File: config.mk
export PLATFORM = sky130hd
export DESIGN_NAME = sdspi_cmd_engine
export DESIGN_NICKNAME = d
export VERILOG_FILES = /design/src/rtl/sdspi_pkg.sv /design/src/rtl/sdspi_crc7.sv /design/src/rtl/sdspi_frame_mux.sv /design/src/rtl/sdspi_r1_classify.sv /design/src/rtl/sdspi_cmd_engine.sv
export SDC_FILE = /design/constraint.sdc
export NUM_CORES = 1
export LEC_CHECK = 0
export BUFFER_PORTS_ARGS = -buffer_cell sky130_fd_sc_hd__buf_2
export CORE_AREA = 5 5 109 111
export DETAILED_ROUTE_END_ITERATION = 6
export DIE_AREA = 0 0 114 116
export GPL_TIMING_DRIVEN = 0
export HOLD_SLACK_MARGIN = 0.12
export PLACE_DENSITY = 0.8
export SYNTH_ARGS = -nofsm -noshare
export SYNTH_HDL_FRONTEND = slang
export SYNTH_HIERARCHICAL = 1
export SYNTH_SLANG_ARGS = --single-unit
File: constraint.sdc
create_clock -name clk -period 3.05 [get_ports clk]
set_input_delay 0 -clock clk [delete_from_list [all_inputs] [get_ports clk]]
set_output_delay 0 -clock clk [all_outputs]
set_load 0.01 [all_outputs]
File: src/rtl/sdspi_pkg.sv
package sdspi_pkg;

   typedef enum logic [1:0] {
      RES_OK     = 2'd0,
      RES_NOCARD = 2'd1,
      RES_CRCERR = 2'd2,
      RES_FAULT  = 2'd3
   } sdspi_result_e;

   typedef enum logic [2:0] {
      ST_IDLE,
      ST_WAKE,
      ST_FRAME,
      ST_POLL,
      ST_DECIDE,
      ST_TRAIL,
      ST_FINISH
   } sdspi_state_e;

endpackage

File: src/rtl/sdspi_crc7.sv
module sdspi_crc7 #(
   parameter int CRC_W = 7,
   parameter logic [CRC_W-1:0] POLY = 7'h09
) (
   input  logic             clk,
   input  logic             rst_n,
   input  logic             clr,
   input  logic             en,
   input  logic [7:0]       din,
   output logic [CRC_W-1:0] crc
);

   if (CRC_W < 2) begin : g_bad_width
      $error("sdspi_crc7: CRC_W must be at least 2");
   end

   logic [CRC_W-1:0] crc_q;
   logic [CRC_W-1:0] crc_nxt;

   // Bitwise serial update, MSB of the byte first
   always_comb begin
      logic fb;
      crc_nxt = crc_q;
      for (int b = 7; b >= 0; b--) begin
         fb      = din[b] ^ crc_nxt[CRC_W-1];
         crc_nxt = {crc_nxt[CRC_W-2:0], 1'b0};
         if (fb) crc_nxt = crc_nxt ^ POLY;
      end
   end

   always_ff @(posedge clk or negedge rst_n) begin
      if (!rst_n)   crc_q <= '0;
      else if (clr) crc_q <= '0;
      else if (en)  crc_q <= crc_nxt;
   end

   assign crc = crc_q;

endmodule

File: src/rtl/sdspi_frame_mux.sv
module sdspi_frame_mux #(
   parameter int IDX_W = 6,
   parameter int ARG_W = 32,
   parameter int CRC_W = 7,
   parameter int CNT_W = 5
) (
   input  logic [IDX_W-1:0] idx,
   input  logic [ARG_W-1:0] arg,
   input  logic [CRC_W-1:0] crc,
   input  logic [CNT_W-1:0] sel,
   output logic [7:0]       byte_out
);

   localparam int ARG_BYTES = ARG_W / 8;
   localparam int FRAME_LEN = ARG_BYTES + 3;

   if (IDX_W != 6) begin : g_bad_idx
      $error("sdspi_frame_mux: IDX_W must be 6");
   end
   if (CRC_W != 7) begin : g_bad_crc
      $error("sdspi_frame_mux: CRC_W must be 7");
   end
   if ((ARG_W % 8) != 0 || ARG_W < 8) begin : g_bad_arg
      $error("sdspi_frame_mux: ARG_W must be a non-zero multiple of 8");
   end

   logic [7:0] frame_b [FRAME_LEN];

   assign frame_b[0]           = 8'hFF;
   assign frame_b[1]           = {2'b01, idx};
   assign frame_b[FRAME_LEN-1] = {crc, 1'b1};

   for (genvar k = 0; k < ARG_BYTES; k++) begin : g_arg
      assign frame_b[2+k] = arg[ARG_W-1-8*k -: 8];
   end

   always_comb begin
      byte_out = 8'hFF;
      for (int k = 0; k < FRAME_LEN; k++) begin
         if (sel == CNT_W'(k)) byte_out = frame_b[k];
      end
   end

endmodule

File: src/rtl/sdspi_r1_classify.sv
module sdspi_r1_classify
   import sdspi_pkg::*;
(
   input  logic [7:0]    r1,
   output sdspi_result_e res
);

   always_comb begin
      if (r1 == 8'hFF)            res = RES_NOCARD;
      else if (r1[3])             res = RES_CRCERR;
      else if (r1[7:1] != 7'd0)   res = RES_FAULT;
      else                        res = RES_OK;
   end

endmodule

File: src/rtl/sdspi_cmd_engine.sv
module sdspi_cmd_engine
   import sdspi_pkg::*;
#(
   parameter int IDX_W       = 6,
   parameter int ARG_W       = 32,
   parameter int POLL_MAX    = 8,
   parameter int WAKE_BYTES  = 18,
   parameter int TRAIL_BYTES = 4,
   parameter int IDX_OCR     = 58,
   parameter int IDX_IFCOND  = 8,
   parameter int IDX_OPC_A   = 1,
   parameter int IDX_OPC_B   = 41
) (
   input  logic                     clk,
   input  logic                     rst_n,
   input  logic                     req_valid,
   output logic                     req_ready,
   input  logic                     req_wake,
   input  logic [IDX_W-1:0]         req_index,
   input  logic [ARG_W-1:0]         req_arg,
   output logic                     byte_req,
   output logic [7:0]               byte_tx,
   input  logic                     byte_done,
   input  logic [7:0]               byte_rx,
   output logic                     cs_n,
   output logic                     slow_rate,
   output logic                     done,
   output logic [1:0]               result,
   output logic [7:0]               r1,
   output logic [TRAIL_BYTES*8-1:0] resp,
   output logic                     op_ready
);

   localparam int ARG_BYTES = ARG_W / 8;
   localparam int FRAME_LEN = ARG_BYTES + 3;
   localparam int RESP_W    = TRAIL_BYTES * 8;
   localparam int CRC_W     = 7;
   localparam int MAX_A     = (FRAME_LEN > POLL_MAX) ? FRAME_LEN : POLL_MAX;
   localparam int MAX_B     = (WAKE_BYTES > TRAIL_BYTES) ? WAKE_BYTES : TRAIL_BYTES;
   localparam int CNT_MAX   = (MAX_A > MAX_B) ? MAX_A : MAX_B;
   localparam int CNT_W     = $clog2(CNT_MAX + 1);

   localparam logic [CNT_W-1:0] FRAME_LAST = CNT_W'(FRAME_LEN - 1);
   localparam logic [CNT_W-1:0] POLL_LAST  = CNT_W'(POLL_MAX - 1);
   localparam logic [CNT_W-1:0] WAKE_LAST  = CNT_W'(WAKE_BYTES - 1);
   localparam logic [CNT_W-1:0] TRAIL_LAST = CNT_W'(TRAIL_BYTES - 1);
   localparam logic [CNT_W-1:0] CRC_FIRST  = CNT_W'(1);
   localparam logic [CNT_W-1:0] CRC_LAST   = CNT_W'(FRAME_LEN - 2);

   if (POLL_MAX < 2) begin : g_bad_poll
      $error("sdspi_cmd_engine: POLL_MAX must be at least 2");
   end
   if (WAKE_BYTES < 1) begin : g_bad_wake
      $error("sdspi_cmd_engine: WAKE_BYTES must be at least 1");
   end
   if (TRAIL_BYTES < 2) begin : g_bad_trail
      $error("sdspi_cmd_engine: TRAIL_BYTES must be at least 2");
   end
   if (IDX_OCR >= (1 << IDX_W) || IDX_IFCOND >= (1 << IDX_W) ||
       IDX_OPC_A >= (1 << IDX_W) || IDX_OPC_B >= (1 << IDX_W)) begin : g_bad_idx
      $error("sdspi_cmd_engine: command index parameter out of range");
   end

   sdspi_state_e     state_q;
   logic [CNT_W-1:0] cnt_q;
   logic [IDX_W-1:0] idx_q;
   logic [ARG_W-1:0] arg_q;
   logic             long_q;
   logic             opc_q;
   logic [7:0]       r1_q;
   logic [RESP_W-1:0] resp_q;
   sdspi_result_e    res_q;
   logic             opr_q;

   logic [CRC_W-1:0] crc_val;
   logic [7:0]       frame_byte;
   sdspi_result_e    cls;
   logic             accept;
   logic             crc_en;
   logic             req_long;
   logic             req_opc;

   assign accept   = (state_q == ST_IDLE) && req_valid;
   assign crc_en   = (state_q == ST_FRAME) && byte_done &&
                     (cnt_q >= CRC_FIRST) && (cnt_q <= CRC_LAST);
   assign req_long = (req_index == IDX_W'(IDX_OCR)) || (req_index == IDX_W'(IDX_IFCOND));
   assign req_opc  = (req_index == IDX_W'(IDX_OPC_A)) || (req_index == IDX_W'(IDX_OPC_B));

   sdspi_crc7 #(
      .CRC_W (CRC_W),
      .POLY  (7'h09)
   ) u_crc (
      .clk   (clk),
      .rst_n (rst_n),
      .clr   (accept),
      .en    (crc_en),
      .din   (byte_tx),
      .crc   (crc_val)
   );

   sdspi_frame_mux #(
      .IDX_W (IDX_W),
      .ARG_W (ARG_W),
      .CRC_W (CRC_W),
      .CNT_W (CNT_W)
   ) u_frame (
      .idx      (idx_q),
      .arg      (arg_q),
      .crc      (crc_val),
      .sel      (cnt_q),
      .byte_out (frame_byte)
   );

   sdspi_r1_classify u_cls (
      .r1  (r1_q),
      .res (cls)
   );

   always_ff @(posedge clk or negedge rst_n) begin
      if (!rst_n) begin
         state_q <= ST_IDLE;
         cnt_q   <= '0;
         idx_q   <= '0;
         arg_q   <= '0;
         long_q  <= 1'b0;
         opc_q   <= 1'b0;
         r1_q    <= 8'hFF;
         resp_q  <= '0;
         res_q   <= RES_OK;
         opr_q   <= 1'b0;
      end else begin
         unique case (state_q)
            ST_IDLE: begin
               if (req_valid) begin
                  cnt_q  <= '0;
                  resp_q <= '0;
                  opr_q  <= 1'b0;
                  if (req_wake) begin
                     state_q <= ST_WAKE;
                  end else begin
                     idx_q   <= req_index;
                     arg_q   <= req_arg;
                     long_q  <= req_long;
                     opc_q   <= req_opc;
                     r1_q    <= 8'hFF;
                     state_q <= ST_FRAME;
                  end
               end
            end
            ST_WAKE: begin
               if (byte_done) begin
                  if (cnt_q == WAKE_LAST) begin
                     res_q   <= RES_OK;
                     r1_q    <= 8'h00;
                     state_q <= ST_FINISH;
                  end else begin
                     cnt_q <= cnt_q + 1'b1;
                  end
               end
            end
            ST_FRAME: begin
               if (byte_done) begin
                  if (cnt_q == FRAME_LAST) begin
                     cnt_q   <= '0;
                     state_q <= ST_POLL;
                  end else begin
                     cnt_q <= cnt_q + 1'b1;
                  end
               end
            end
            ST_POLL: begin
               if (byte_done) begin
                  r1_q <= byte_rx;
                  if ((cnt_q != '0 && !byte_rx[7]) || cnt_q == POLL_LAST) begin
                     state_q <= ST_DECIDE;
                  end else begin
                     cnt_q <= cnt_q + 1'b1;
                  end
               end
            end
            ST_DECIDE: begin
               res_q   <= cls;
               opr_q   <= opc_q && (cls == RES_OK) && !r1_q[0];
               cnt_q   <= '0;
               state_q <= (cls == RES_OK && long_q) ? ST_TRAIL : ST_FINISH;
            end
            ST_TRAIL: begin
               if (byte_done) begin
                  resp_q <= {resp_q[RESP_W-9:0], byte_rx};
                  if (cnt_q == TRAIL_LAST) state_q <= ST_FINISH;
                  else                     cnt_q   <= cnt_q + 1'b1;
               end
            end
            ST_FINISH: begin
               state_q <= ST_IDLE;
            end
            default: begin
               state_q <= ST_IDLE;
            end
         endcase
      end
   end

   assign req_ready = (state_q == ST_IDLE);
   assign byte_req  = (state_q == ST_WAKE) || (state_q == ST_FRAME) ||
                      (state_q == ST_POLL) || (state_q == ST_TRAIL);
   assign byte_tx   = (state_q == ST_FRAME) ? frame_byte : 8'hFF;
   assign cs_n      = !((state_q == ST_FRAME) || (state_q == ST_POLL) ||
                        (state_q == ST_DECIDE) || (state_q == ST_TRAIL));
   assign slow_rate = (state_q == ST_WAKE);
   assign done      = (state_q == ST_FINISH);
   assign result    = res_q;
   assign r1        = r1_q;
   assign resp      = resp_q;
   assign op_ready  = opr_q;

endmodule

Word-level counts from Yosys, hierarchy flattened

Index checks and enable logic that the tools add are counted.

Input port bits: 51
Output and inout bits: 56
Bits in registers: 98
Logic and storage cells: 156

Bitwise gates (word level): 17
Equality and inequality tests: 32
$add $sub $neg: 1
Reduce and logical (&&, ||, !) cells: 37
Order comparisons: 2
Muxes and demuxes: 56

Operators by type and width:

| operator                                                              | count |
|---|---|
| 8-bit two-way mux                                                     | 12 |
| 32-bit two-way mux                                                    | 2 |
| 32-bit case mux with 2 select lines                                   | 1 |
| 5-bit two-way mux                                                     | 9 |
| 4-bit two-way mux                                                     | 8 |
| 5-bit case mux with 6 select lines                                    | 1 |
| 3-bit two-way mux                                                     | 9 |
| 8-bit case mux with 3 select lines                                    | 1 |
| 2-bit inequality test, second input constant                          | 11 |
| 5-bit by 3-bit equality test with 1-bit output, second input constant | 4 |
| 3-bit case mux with 6 select lines                                    | 1 |
| 9-bit AND reduction                                                   | 2 |
| 2-bit inverter                                                        | 8 |
| 2-bit two-way mux                                                     | 7 |
| 7-bit two-way mux                                                     | 2 |
| 6-bit equality test, second input constant                            | 2 |
| 5-bit by 2-bit equality test with 1-bit output, second input constant | 2 |
| 3-bit equality test, second input constant                            | 3 |
| 1-bit logical OR                                                      | 9 |
| 3-bit AND reduction                                                   | 3 |
| 8-bit equality test, second input constant                            | 1 |
| 1-bit logical AND                                                     | 8 |
| 2-bit nonzero test                                                    | 4 |
| 1-bit bitwise XOR                                                     | 8 |
| 23 further kinds                                                      | 27 |

Longest topological paths before layout

Gate-level depths: netlist of run 1.

Word-level depth: 26
Gate-level depth with buffers: 11
Mapped depth without buffers: 9

Modules after synthesis

The synthesis of run 1 kept the hierarchy.

Modules (own cells, without submodules):

| module            | cells an instance | times used | area each (µm²) | seq. area each (µm²) |
|---|---|---|---|---|
| sdspi_cmd_engine  | 322               | 1          | 4067.7          | 2287.2 |
| sdspi_frame_mux   | 93                | 1          | 601.8           | 0.0 |
| sdspi_crc7        | 44                | 1          | 479.2           | 175.2 |
| sdspi_r1_classify | 9                 | 1          | 61.3            | 0.0 |

Worst setup path before layout of run 1

Ideal clock, no wire load.

Kind: reg-to-reg
Start point: register cnt_q[1]
End point: register u_crc.crc_q[5] (netlist: u_crc/crc[5])
Setup time: 0.120 ns
Arrival: 2.561 ns
Path slack: 0.369 ns
Path buffers: 1
Required time: 2.930 ns
Stages on the path, launching flop included: 11
Period minus slack after synthesis: 2.681 ns
Path through: dfrtp_1 -> clkbuf_1 -> nor4b_2 -> o21ai_0 -> o21ai_0 -> a22o_1 -> nand2b_1 -> xnor3_1 -> xor2_1 -> a21oi_1 -> a31o_2

Elaborated cells on any way between the ends: 29
Classes of those cells: 2 x order compare; 6 x eq/ne; 14 x mux; 4 x bitwise; 3 x reduce/logical

RTL lines:

| what                                           | line                    | source |
|---|---|---|
| from (decl)                                    | sdspi_cmd_engine.sv:65  | `logic [CNT_W-1:0] cnt_q;` |
| from (signal assigned)                         | sdspi_cmd_engine.sv:157 | `cnt_q <= cnt_q + 1'b1;` |
| from (signal assigned)                         | sdspi_cmd_engine.sv:167 | `cnt_q <= cnt_q + 1'b1;` |
| from (signal assigned)                         | sdspi_cmd_engine.sv:177 | `cnt_q <= cnt_q + 1'b1;` |
| 5-bit by 2-bit equality test with 1-bit output | sdspi_frame_mux.sv:40   | `if (sel == CNT_W'(k)) byte_out = frame_b[k];` |
| 8-bit two-way mux (4 in a row)                 | sdspi_frame_mux.sv:40   |  |
| 8-bit two-way mux *                            | sdspi_frame_mux.sv:40   |  |
| via frame_byte[6]                              | sdspi_cmd_engine.sv:76  | `logic [7:0] frame_byte;` |
| 8-bit two-way mux *                            | sdspi_cmd_engine.sv:207 | `assign byte_tx = (state_q == ST_FRAME) ? frame_byte : 8'hFF;` |
| via byte_tx[6]                                 | sdspi_cmd_engine.sv:22  | `output logic [7:0] byte_tx,` |
| 1-bit bitwise XOR *                            | sdspi_crc7.sv:25        | `fb = din[b] ^ crc_nxt[CRC_W-1];` |
| 4-bit two-way mux *                            | sdspi_crc7.sv:27        | `if (fb) crc_nxt = crc_nxt ^ POLY;` |
| 1-bit bitwise XOR *                            | sdspi_crc7.sv:25        |  |
| 4-bit two-way mux *                            | sdspi_crc7.sv:27        |  |
| 7-bit two-way mux *                            | sdspi_crc7.sv:34        | `else if (en) crc_q <= crc_nxt;` |
| 7-bit two-way mux *                            | sdspi_crc7.sv:33        | `else if (clr) crc_q <= '0;` |
| to (signal assigned)                           | sdspi_crc7.sv:34        |  |
| to (decl)                                      | sdspi_crc7.sv:17        | `logic [CRC_W-1:0] crc_q;` |

Mark *: on every way through the listed nets, which the timed path passes. The rest lies on a longest branch. The select of a mux whose other input is x is not followed.
A chain may end at the register's enable or synchronous reset.

Worst setup path in the final report of run 1

Start point: register cnt_q[4]
End point: register u_crc.crc_q[5] (netlist: u_crc/crc[5])

Cells in the longest elaborated chain, start to end: 16
Elaborated cells on any way between the ends: 29
Classes of those cells: 2 x order compare; 6 x eq/ne; 14 x mux; 4 x bitwise; 3 x reduce/logical

Ends and longest elaborated chain:

| what                                           | line |
|---|---|
| 5-bit by 1-bit equality test with 1-bit output | sdspi_frame_mux.sv:40 |
| 8-bit two-way mux (5 in a row)                 | sdspi_frame_mux.sv:40 |
| 8-bit two-way mux *                            | sdspi_frame_mux.sv:40 |
| via frame_byte[5]                              | sdspi_cmd_engine.sv:76 |
| 8-bit two-way mux *                            | sdspi_cmd_engine.sv:207 |
| 1-bit bitwise XOR *                            | sdspi_crc7.sv:25 |
| 4-bit two-way mux * (3 in a row)               | sdspi_crc7.sv:27 |
| 2-bit inverter (no line)                       | n/a |
| 4-bit two-way mux *                            | sdspi_crc7.sv:27 |
| 7-bit two-way mux *                            | sdspi_crc7.sv:34 |
| 7-bit two-way mux *                            | sdspi_crc7.sv:33 |

Marked as above.

==> results of run 1 <==
-- layout make-up --
class / count / area share
multi-input combinational: 325 / 0.3799
sequential: 98 / 0.3691
timing repair buffer: 158 / 0.1601
buffer: 32 / 0.02868
tap: 140 / 0.02624
clock buffer: 9 / 0.01856
clock inverter: 7 / 0.01012
inverter: 13 / 0.007310
-- registers in the layout, indices dropped and copies added (netlist names) --
name,count
state_q,3
resp,32
op_ready,1
idx_q,6
cnt_q,5
result,2
opc_q,1
u_crc/crc,7
arg_q,32
r1,8
long_q,1
-- logic make-up (layout without fill, tap and decap cells) --
group,count (synthesis),count (layout),synth area share
AOI/OAI and AO/OA,115,115,0.1681
xor gates and xnor gates,18,18,0.03962
adders and majority gates,4,4,0.009607
buffers and inverters,45,219,0.04515
DFF,98,98,0.4726
muxes,51,51,0.1112
and+or+nand+nor,137,137,0.1537
-- through the flow --
| step | instance area (µm²) | utilization |
|---|---|---|
| 5_1_grt | 6675 | 0.6240 |
| 3_3_place_gp | 5916 | 0.5530 |
| 6_report | 6675 | 0.6240 |
| 3_5_place_dp | 5946 | 0.5558 |
| 4_1_cts | 6646 | 0.6213 |
| 2_1_floorplan | 5210 | - |
-- cell usage in the layout, fill, tap and decap left out, types with 4 or more instances in the layout --
master                          count
sky130_fd_sc_hd__clkbuf_8           9
sky130_fd_sc_hd__nor3_1            10
sky130_fd_sc_hd__xor2_1             4
sky130_fd_sc_hd__buf_6              6
sky130_fd_sc_hd__buf_2            119
sky130_fd_sc_hd__nand2b_1          12
sky130_fd_sc_hd__clkbuf_1           5
sky130_fd_sc_hd__or3_1              6
sky130_fd_sc_hd__o2111ai_1          5
sky130_fd_sc_hd__dlygate4sd3_1     50
sky130_fd_sc_hd__dfrtp_1           89
sky130_fd_sc_hd__a22o_1            33
sky130_fd_sc_hd__nand3_1            8
sky130_fd_sc_hd__mux2_2            47
sky130_fd_sc_hd__xnor2_1           10
sky130_fd_sc_hd__a22oi_1           11
sky130_fd_sc_hd__nor2_1            19
sky130_fd_sc_hd__clkbuf_2           4
sky130_fd_sc_hd__ha_1               4
sky130_fd_sc_hd__nor2b_1            8
sky130_fd_sc_hd__or3b_2             4
sky130_fd_sc_hd__a21oi_1            7
sky130_fd_sc_hd__dfstp_2            8
sky130_fd_sc_hd__o21a_1             7
sky130_fd_sc_hd__o22ai_1            4
sky130_fd_sc_hd__o21ai_0           15
sky130_fd_sc_hd__nand2_1           33
sky130_fd_sc_hd__inv_1             13
sky130_fd_sc_hd__nor3b_1            7
sky130_fd_sc_hd__a211oi_1           4
-- per-layer routing --
metal	share of wire	track usage	routed length [µm]	vias to the layer above
met3	0.064	0.04230	871	22
li1	-	-	-	2055
met1	0.41	0.2704	5640	2118
met5	0	0	0	-
met2	0.50	0.3638	6844	150
met4	0.022	0.07284	303	0
-- timing repair --
item,in CTS,in global routing
buffers inserted,0,1
resized for setup,1,12
endpoints found under the setup margin,1,8
pin swaps,0,1
hold buffers,50,0
endpoints found under the hold margin,150,0
-- power breakdown --
part | total [mW] | leakage (nW) | internal [mW] | switching [mW]
clock | 0.825 | 0.0962 | 0.321 | 0.504
sequential | 2.21 | 1.24 | 1.81 | 0.402
combinational | 2.23 | 1.72 | 1.10 | 1.13
-- cell usage after synthesis (9+ instances only) --
library cell | instances | share of area
sky130_fd_sc_hd__o21ai_0 | 15 | 0.014
sky130_fd_sc_hd__inv_1 | 13 | 0.0094
sky130_fd_sc_hd__buf_2 | 14 | 0.013
sky130_fd_sc_hd__nor3b_1 | 9 | 0.013
sky130_fd_sc_hd__dfrtp_1 | 90 | 0.43
sky130_fd_sc_hd__xnor2_1 | 10 | 0.017
sky130_fd_sc_hd__mux2_2 | 47 | 0.10
sky130_fd_sc_hd__clkbuf_1 | 9 | 0.0065
sky130_fd_sc_hd__nand2_1 | 33 | 0.024
sky130_fd_sc_hd__nor3_1 | 11 | 0.011
sky130_fd_sc_hd__a22o_1 | 33 | 0.055
sky130_fd_sc_hd__nor2_1 | 19 | 0.014
sky130_fd_sc_hd__a22oi_1 | 11 | 0.016
sky130_fd_sc_hd__nand2b_1 | 12 | 0.014
-- worst paths after layout --
kind                                      to  cells past startpoint  slack (ns)
worst max register to register  u_crc/crc[5]                     11        0.13
min in group clk                   arg_q[23]                      3        0.37
max in group asynchronous              r1[1]                      3        2.24
worst max-delay path            u_crc/crc[5]                     11        0.13
worst min-delay path               result[1]                      2        0.12
worst min register to register     arg_q[25]                      1        0.51
==> results.md, run 1 <==
- The multi-input gate area in the final layout is 2536 µm².
- The pin count of the biggest net entering global routing is 62.
- The worst min-delay path class is input pin to asynchronous set/reset pin.
- In this run, synthesis inferred 0 flip-flops with an integrated enable.
- The first-pass GRT wire length is 22330 µm.
- The largest fanout on the critical path is 10.
- The critical path launch point is cnt_q[4].
- The clock network latency to the later pin of the worst-skew pair is 0.39 ns.
- In this run the mean area of a mapped cell was 11.13 µm².
- After global routing the overflow that remains totals 0.
- After detailed routing, the number of remaining DRC violations is 0.
- The sequential element share of the synthesized area is 0.4726.
- The count of buffering cells on the critical path with inverters included is 2.
- After clock tree synthesis, the clock-pin slew on the worst setup and hold paths is 0.10 ns.
- The number of placement rows is 38.
- The first routing iteration left 262 violations.
- OpenSTA, run right after detailed placement, puts the worst setup slack at -0.04784 ns.
- The run finished with clean final reports.
- The post-route clock skew is 0.01058 ns.
- The cell total after placement is 715.
- The peak clock frequency supported by timing is 0.3429 GHz.
- The detail route stage leaves a number of antenna-violating nets equal to 0.
- Synthesis produced a netlist with a net count of 523.
- STA puts the critical path data required time at 3.34 ns.
- The arrival time of data at the critical path endpoint is 3.20 ns.
- Counting every sink on the clock net gives 98.
- After layout, the design draws a total of 5.273 mW.
- The final-layout fill cell count is 869.
- The overall die area is 13220 µm².
- The number of antenna violations at the first check in global routing is 0.
- Setup violations remaining at the end of the flow were counted as 0.
- 107 I/O pins were placed.
- The count of nets after finishing is 692.
- The relative slew slack is 0.5502.
- In this run the deepest clock path goes through 2 buffers.
- From synthesis to final layout, the design area changed by 28.12%.
- In the final routed layout, each cell accounts on average for 17.47 µm.
- After detailed routing, the number of vias per cell comes to 5.556.
- The HPWL after detailed placement is 10060 µm.
- For this design the ratio of total power to cell area is 790.0 nW/µm².
- Setup repair after global routing left no endpoint under its margin.
- The CTS buffer count is 9.
- The number of distinct standard cells referenced by the synthesized netlist is 73.
- The number of global-route vias before repair is 4382.
- The fraction of final layout cells sized beyond drive strength 1 is 0.3520.
- For this configuration, the core starts out at a cell density of 0.4870.
- For the pin with the worst max-slew slack, the measured transition is 0.6718 ns.
- The mapped netlist covers 5210 µm².
- The antenna diode count is 0.
- The chip width is 114 µm.
- The tree is rooted in a sky130_fd_sc_hd__clkbuf_8.
- The final critical-path setup slack is 0.1335 ns.
- The static leakage is 3.058 nW.
- The final hold violation count is 0.
- TritonCTS built the clock tree.
- The die is 116 µm tall.
- The synthesized instance count is 468.
- The number of levels in the clock H-tree is 3.
- The final cell count without fillers is 782.
- Traced cell by cell, the critical path runs through buf_6 -> or3b_4 -> or3_1 -> buf_2 -> o2111ai_1 -> nand2_1 -> nand2b_1 -> xnor2_1 -> xor2_1 -> a21oi_1 -> a31o_2.
- The number of max-capacitance violations reported is 0.
- The kind of cell with the highest combined delay along the critical path is simple AND/OR/NAND/NOR gates.
- The max-slew violation total from the final report is 0.
- The aggregate routed wire length is 13660 µm.
- Adding up every negative setup slack in the final design gives 0 ns.
- The core footprint is 10700 µm².
- After layout, the minimum clock period comes to 2.916 ns.
- STA classifies the critical path startpoint as a register.
- On the critical path, the stage with the largest delay is an instance of sky130_fd_sc_hd__dfrtp_1.
- Of the available clock period, the critical path in the final layout requires 0.9562.
- The most common flop cell mapped by yosys is sky130_fd_sc_hd__dfrtp_1.
- The final route contains 4345 vias.
- In this design, the stage delay of the slowest critical-path cell is 0.41 ns.
- Registers take 2464 µm².
- During synthesis, Yosys emitted a total of 6 warnings.
- The worst register-to-register path begins at cnt_q[4].
- The largest vdd supply drop is 0.0004652 V.
- The number of iterations in the first detailed-routing pass is 4.
- Across every metal layer, demand over resource in global routing totals 0.2125.
- For this run, asynchronously set or reset flops after synthesis account for 1.000.
- The count of buffers inserted at the top-level ports is 106.
- The worst setup path is captured at a register.
- On the final layout, the worst hold slack is 0.1223 ns.
- Counting flops and latches in the post-synthesis netlist gives 98.
- The worst setup path is of the register to register kind.
- At the end of routability-driven placement, the weighted congestion stood at 0.9508.
(Power assumes the default switching activity.)
==> inputs of run 2 (changes only) <==
SETUP_SLACK_MARGIN = 0.2   (was unset)
==> run 2 against run 1 <==
  * Non-clock buffer count grew 8
  * Routed wire length grew 2.7%
  * Power grew 2.7%
  * Die area is the same
  * First-iteration DRC count grew 7.3%
  * Sequential cell count is the same
  * Sequential share of layout area shrank 0.82 points
  * Clock skew grew 0.0023 ns
  * Sequential power is essentially flat
  * Utilization grew 1.5 points
  * Via count grew 2.2%
  * Combinational power grew 6%
  * Critical endpoint unchanged
==> results.md, run 2 (same netlist as run 1, synthesis figures left out) <==
- Traced cell by cell, the critical path runs through buf_6 -> or3b_4 -> or3_4 -> buf_6 -> o2111ai_4 -> nand2_1 -> nand2b_4 -> xnor3_1 -> xor2_1 -> a21oi_1 -> a31o_2.
- The setup TNS after final layout is 0 ns (unchanged).
- TritonCTS built the clock tree.
- The switching share of power was 0.3889 (+0.002198).
- The maximum buffer depth of the clock tree is 2 (unchanged).
- The I/O pin count was 107 (unchanged).
- The largest fanout on the critical path is 6 (-4).
- The core footprint is 10700 µm² (unchanged).
- The wire length on met2 was 7068 µm (+3.3%).
- The detailed router used layers up to and including met4.
- The largest vdd supply drop is 0.0004715 V (+1.4%).
- The detailed route wirelength on metal3 was 849 µm (-2.5%).
- The family of cells with the greatest summed delay on the critical path is simple AND/OR/NAND/NOR gates.
- The total congestion overflow is 0 (unchanged).
- The routability congestion estimate from global placement came to 0.9508 (unchanged).
- The final hold violation count is 0 (unchanged).
- The cell depth of the worst flop-to-flop path is 11 (unchanged).
- The average via count per standard cell came to 5.619 (+1.1%).
- The number of global-route vias before repair came to 4426 (+1.0%).
- The worst register-to-register path begins at cnt_q[4].
- STA classifies the critical path endpoint as a register.
- The library cells used most frequently in the layout, excluding fill and tap cells, are sky130_fd_sc_hd__buf_2, sky130_fd_sc_hd__dfrtp_1, sky130_fd_sc_hd__dlygate4sd3_1, sky130_fd_sc_hd__mux2_2.
- The fraction of power consumed by sequential logic came to 0.411 (-0.009).
- The pin slew with the least headroom to its limit was 0.8832 ns (+0.2114 ns).
- The vertical die dimension is 116 µm (unchanged).
- The overall die area is 13220 µm² (unchanged).
- The static leakage is 3.166 nW (+3.5%).
- The tree is rooted in a sky130_fd_sc_hd__clkbuf_8.
- The post-route worst hold slack came to 0.1177 ns (-0.004606 ns).
- The total stage count of the critical path is 11 (unchanged).
- The fraction of final layout cells sized beyond drive strength 1 is 0.3785 (+0.02644).
- The slowest stage of the critical path belongs to the cell sky130_fd_sc_hd__xnor3_1.
- The initial DRC count came to 281 (+7.3%).
- The minimum clock period after layout is 2.911 ns (-0.005627 ns).
- The clock sink count is 98 (unchanged).
- The CTS buffer count came to 9 (unchanged).
- The relative slew slack is 0.4086 (-0.1415).
- The area growth from synthesis to layout is 31.10%.
- The count of buffering cells on the critical path with inverters included is 2 (unchanged).
- The setup path with the least slack is of type register to register.
- The run finished with clean final reports.
- The required time of the critical path came to 3.34 ns (about the same).
- The number of antenna violations at the first check in global routing is 0 (unchanged).
- The largest stage delay on the critical path was 0.45 ns (+0.04 ns).
- The proportion of power drawn by the clock network came to 0.153 (-0.003).
- The CTS clock-pin slew for the worst setup and hold paths is 0.10 ns (about the same).
- The final cycle utilization of the critical path is 0.9544 (-0.001845).
- The clock network latency to the later pin of the worst-skew pair is 0.39 ns (about the same).
- The number of iterations in the first detailed-routing pass is 4 (unchanged).
- The aggregate routed wire length was 14020 µm (+2.7%).
- The initial core utilization is 0.4870 (unchanged).
- The post-route clock skew was 0.01287 ns (+0.002289 ns).
- The pin count of the biggest net entering global routing is 62 (unchanged).
- The overall fraction of global-route tracks in use came to 0.2143 (+0.001780).
- The power per unit of standard cell area is 792.6 nW/µm² (+0.33%).
- The net switching power figure came to 2.105 mW (+3.2%).
- The combinational cell fraction of total power was 0.436 (+0.012).
- The min-delay analysis places its worst path in the category input pin to asynchronous set/reset pin.
- The HPWL after detailed placement came to 10060 µm (unchanged).
- The worst setup path is launched from a register.
- The most prevalent standard cell on the critical path is sky130_fd_sc_hd__buf_6.
- The chip width was 114 µm (unchanged).
- The count of nets after finishing came to 700 (+1.2%).
- The critical path starts at cnt_q[4].
- The cell-internal power was 3.309 mW (+2.3%).
- The setup-violating endpoint count in the final report is 0 (unchanged).
- The DRC violation count after routing was 0 (unchanged).
- The remaining antenna violation count after routing was 0 (unchanged).
- Setup repair after global routing could not meet its margin everywhere.
- The mean routed wirelength per cell is 17.75 µm (+1.6%).
- The max-slew violation total from the final report was 0 (unchanged).
- The arrival time of data at the critical path endpoint was 3.20 ns (about the same).
- The number of max-capacitance violations reported came to 0 (unchanged).
- The number of levels in the clock H-tree is 3 (unchanged).
- The first-pass GRT wire length is 22560 µm (+1.0%).
- The met1 routed wirelength after detailed routing came to 5776 µm (+2.4%).
- The antenna diode count came to 0 (unchanged).
- The peak clock frequency supported by timing is 0.3435 GHz (+0.19%).
- The count of buffers inserted at the top-level ports is 106 (unchanged).
- The leading cell type in the layout, fill and taps excluded is sky130_fd_sc_hd__buf_2.
- The utilization after layout is 0.6385 (+0.01450).
- The number of placement rows came to 38 (unchanged).
- The via count of the routed design came to 4439 (+2.2%).
-- run 2: power groups by stage --
stage	registers, mW	logic, mW	clock network [mW]
after CTS	2.22	2.25	0.855
after global routing	2.29	2.59	0.902
after detailed placement	2.24	2.15	0
after global placement	2.21	2.07	0
final	2.22	2.36	0.828
after floorplan	2.16	1.54	0
-- run 2: metal layers --
layer	track usage	up-vias
li1	-	2081
met1	0.2704	2186
met2	0.3700	150
met3	0.04230	22
met4	0.07284	0
met5	0	-
-- run 2: area by class of cell --
class / count / area (µm²)
tap: 140 / 175.2
timing repair buffer: 166 / 1129
clock buffer: 9 / 123.9
clock inverter: 7 / 67.56
fill: 852 / 3867
multi-input combinational: 325 / 2624
buffer: 32 / 197.7
sequential: 98 / 2465
inverter: 13 / 48.80
-- run 2: path summary, 6_finish.rpt --
check / slack, ns / end
min reg2reg: 0.51 / arg_q[25]
min: 0.12 / result[1]
max reg2reg: 0.14 / u_crc/crc[5]
max: 0.14 / u_crc/crc[5]
min in group clk: 0.37 / arg_q[23]
max in group asynchronous: 2.24 / r1[1]
-- run 2: per-stage QoR --
stage	area [µm²]	setup WS, ns	total power, mW	instances
after detailed placement	5946	-0.04784	4.392	715
final	6830	0.1392	5.414	790
after global routing	6830	0.03646	5.773	790
after floorplan	5210	0.3691	3.695	468
after global placement	5916	-0.01792	4.279	714
after CTS	6693	0.2058	5.323	783
-- run 2: repair_timing --
action | 4_1_cts | 5_1_grt
buffers inserted | 2 | 7
endpoints found under the hold margin | 150 | 0
endpoints found under the setup margin | 7 | 7
resized for setup | 10 | 21
hold buffers | 50 | 0
pin swaps | 1 | 9
==> inputs of run 3 (changes only) <==
CELL_PAD_IN_SITES_DETAIL_PLACEMENT = 1   (was unset)
CELL_PAD_IN_SITES_GLOBAL_PLACEMENT = 2   (was unset)
CORE_AREA = 5 5 129 131   (was 5 5 109 111)
DIE_AREA = 0 0 134 136   (was 0 0 114 116)
PLACE_DENSITY = 0.86   (was 0.8)
==> run 3 against run 2 <==
  * Sequential share of layout area fell by 1.8 points
  * Die area rose by 38%
  * Setup slack got worse by 0.043 ns
  * Clock skew rose by 0.0022 ns
  * Register-to-register slack got worse by 0.04 ns
  * Routed wire length rose by 21%
  * Sequential cell count did not move
  * Critical endpoint unchanged
  * Largest power group unchanged
  * Highest routed layer unchanged
==> results.md, run 3 (same netlist as run 1, synthesis figures left out) <==
- The average via count per standard cell is 5.253 (-6.5%).
- Walking the worst path, the cells encountered are buf_6 -> or3b_4 -> or3_4 -> buf_6 -> o2111ai_4 -> nand2_1 -> nand2b_4 -> xnor3_1 -> xor2_2 -> buf_4 -> a31o_2.
- The I/O pin count is 107 (unchanged).
- The largest vdd supply drop is 0.0003522 V (-25%).
- The setup TNS after final layout is 0 ns (unchanged).
- The DRC violation count after routing was 0 (unchanged).
- The register-to-register path setup slack is 0.1 ns (-0.04 ns).
- The library cell used most frequently in the layout, excluding fill and tap cells, is sky130_fd_sc_hd__buf_2.
- The aggregate routed wire length is 16990 µm (+21%).
- The cell total after placement is 767 (+7.3%).
- The CTS clock-pin slew for the worst setup and hold paths is 0.08 ns (-0.02 ns).
- Relative to the synthesized area, the layout overhead comes to 37.82%.
- The most prevalent standard cell on the critical path is sky130_fd_sc_hd__buf_6.
- The mean routed wirelength per cell is 19.91 µm (+12%).
- The initial DRC count is 153 (-46%).
- The highest-delay cell along the critical path is sky130_fd_sc_hd__xnor3_1.
- The count of buffering cells on the critical path with inverters included is 3 (+1).
- The number of global-route vias before repair came to 4838 (+9.3%).
- The cell depth of the worst flop-to-flop path was 11 (unchanged).
- The first-pass GRT wire length came to 26250 µm (+16%).
- The number of iterations in the first detailed-routing pass was 4 (unchanged).
- The arrival time of data at the critical path endpoint is 3.19 ns (about the same).
- The largest fanout on the critical path came to 6 (unchanged).
- The vertical die dimension is 136 µm (+17%).
- The final cell count without fillers is 853 (+8.0%).
- The global routing usage on met2 is 0.3130 (-0.05700).
- The clock sink count is 98 (unchanged).
- The utilization after layout is 0.4638 (-0.1747).
- The worst setup path is launched from a register.
- The via count of the routed design was 4481 (+0.95%).
- The highest-utilization routing layer at the global route stage is met2.
- The final hold violation count is 0 (unchanged).
- The count of nets after finishing was 710 (+1.4%).
- The required time of the critical path is 3.28 ns (-0.06 ns).
- The critical path capture point type is a register.
- The area of all placed cells without fillers is 7181 µm² (+5.1%).
- The overall fraction of global-route tracks in use is 0.1810 (-0.03333).
- The clock tree from TritonCTS is done.
- The largest stage delay on the critical path is 0.45 ns (about the same).
- The global routing met3 resource utilization is 0.03146 (-0.01084).
- The HPWL after detailed placement is 11680 µm (+16%).
- The setup-violating endpoint count in the final report is 0 (unchanged).
- The number of antenna violations at the first check in global routing is 0 (unchanged).
- The capture point of the worst reg-to-reg path is u_crc/crc[5].
- The routability congestion estimate from global placement is 0.8521 (-10%).
- The run finished with clean final reports.
- The maximum buffer depth of the clock tree is 2 (unchanged).
- The remaining antenna violation count after routing is 0 (unchanged).
- The number of levels in the clock H-tree is 3 (unchanged).
- The count of buffers inserted at the top-level ports came to 106 (unchanged).
- The total congestion overflow is 0 (unchanged).
- The final cycle utilization of the critical path is 0.9685 (+0.01410).
- The placed standard-cell area is 6011 µm² (+1.1%).
- The peak clock frequency supported by timing was 0.3385 GHz (-1.5%).
- The pin slew with the least headroom to its limit came to 0.6437 ns (-0.2394 ns).
- The family of cells with the greatest summed delay on the critical path is simple AND/OR/NAND/NOR gates.
- The static leakage was 3.306 nW (+4.4%).
- The post-route worst hold slack is 0.1194 ns (+0.001703 ns).
- The startpoint identified for the worst register-to-register timing path is cnt_q[4].
- The pin count of the biggest net entering global routing is 73 (+18%).
- The clock network latency to the later pin of the worst-skew pair is 0.36 ns (-0.03 ns).
- The max-slew violation total from the final report is 0 (unchanged).
- The post-route clock skew is 0.01507 ns (+0.002200 ns).
- The initial core utilization is 0.3365 (-0.1505).
- The number of placement rows is 46 (+21%).
- The power per unit of standard cell area is 835.4 nW/µm² (+5.4%).
- The global-route track usage on met1 was 0.2285 (-0.04185).
- Setup repair after global routing could not meet its margin everywhere.
- The worst min-delay path class is input pin to asynchronous set/reset pin.
- The number of max-capacitance violations reported was 0 (unchanged).
- The minimum clock period after layout is 2.954 ns (+0.04301 ns).
- The core footprint came to 15480 µm² (+45%).
- The overall die area is 18220 µm² (+38%).
- The clock root buffer master is sky130_fd_sc_hd__clkbuf_16.
- The CTS buffer count was 9 (unchanged).
- The relative slew slack is 0.5704 (+0.1617).
- The chip width is 134 µm (+18%).
- In the layout the commonest cells are sky130_fd_sc_hd__buf_2, sky130_fd_sc_hd__dfrtp_1, sky130_fd_sc_hd__dlygate4sd3_1, sky130_fd_sc_hd__mux2_2.
- The worst setup path is of the register to register kind.
- The fraction of final layout cells sized beyond drive strength 1 is 0.4045 (+0.02608).
-- run 3: final cells by class --
class                      count  area (µm²)
timing repair buffer         176        1214
buffer                        32       201.4
clock inverter                 7       71.32
antenna                        1       2.502
clock buffer                   9       225.2
multi-input combinational    325        2713
sequential                    98        2465
tap                          192       240.2
fill                        1692        8302
inverter                      13       48.80
-- run 3: how the worst max path moves through the flow --
stage	start	endpoint	slack [ns]	cells past startpoint
after global routing	cnt_q[1]	u_crc/crc[5]	-0.0003	11
final	cnt_q[4]	u_crc/crc[5]	0.1	11
after floorplan	cnt_q[1]	u_crc/crc[5]	0.37	10
after detailed placement	cnt_q[1]	u_crc/crc[5]	-0.12	10
after CTS	cnt_q[4]	u_crc/crc[5]	0.15	11
after global placement	cnt_q[1]	u_crc/crc[5]	-0.08	10
-- run 3: report_power, final --
| part | switching (mW) | leakage (nW) | internal [mW] |
|---|---|---|---|
| clock | 0.574 | 0.139 | 0.577 |
| sequential | 0.464 | 1.24 | 1.82 |
| combinational | 1.31 | 1.93 | 1.26 |
-- run 3: metal layers --
metal | vias up | routed length (µm)
met5 | - | 0
met4 | 0 | 358
met3 | 23 | 564
met1 | 2262 | 7402
li1 | 2099 | -
met2 | 97 | 8662
-- run 3: worst register-to-register path: cells and delay by family (launching register included) --
kind,cells,cell delay [ns]
AO/OA/AOI/OAI,2,0.43
buffers and inverters,3,0.42
XOR/XNOR,2,0.63
flip-flops,1,0.41
AND/OR/NAND/NOR,4,0.94
-- run 3: what timing repair did --
| item | in CTS | in global routing |
|---|---|---|
| hold buffers | 49 | 0 |
| setup endpoints to repair | 7 | 6 |
| hold endpoints to repair | 147 | 0 |
| pin swaps | 4 | 11 |
| resized for setup | 17 | 30 |
| buffers inserted | 3 | 17 |
-- run 3: stage by stage --
step	power (mW)	setup WS, ns
6_report	5.999	0.09615
5_1_grt	6.361	-0.0002847
4_1_cts	5.772	0.1500
3_5_place_dp	4.481	-0.1218
3_3_place_gp	4.346	-0.08025
2_1_floorplan	3.695	0.3691
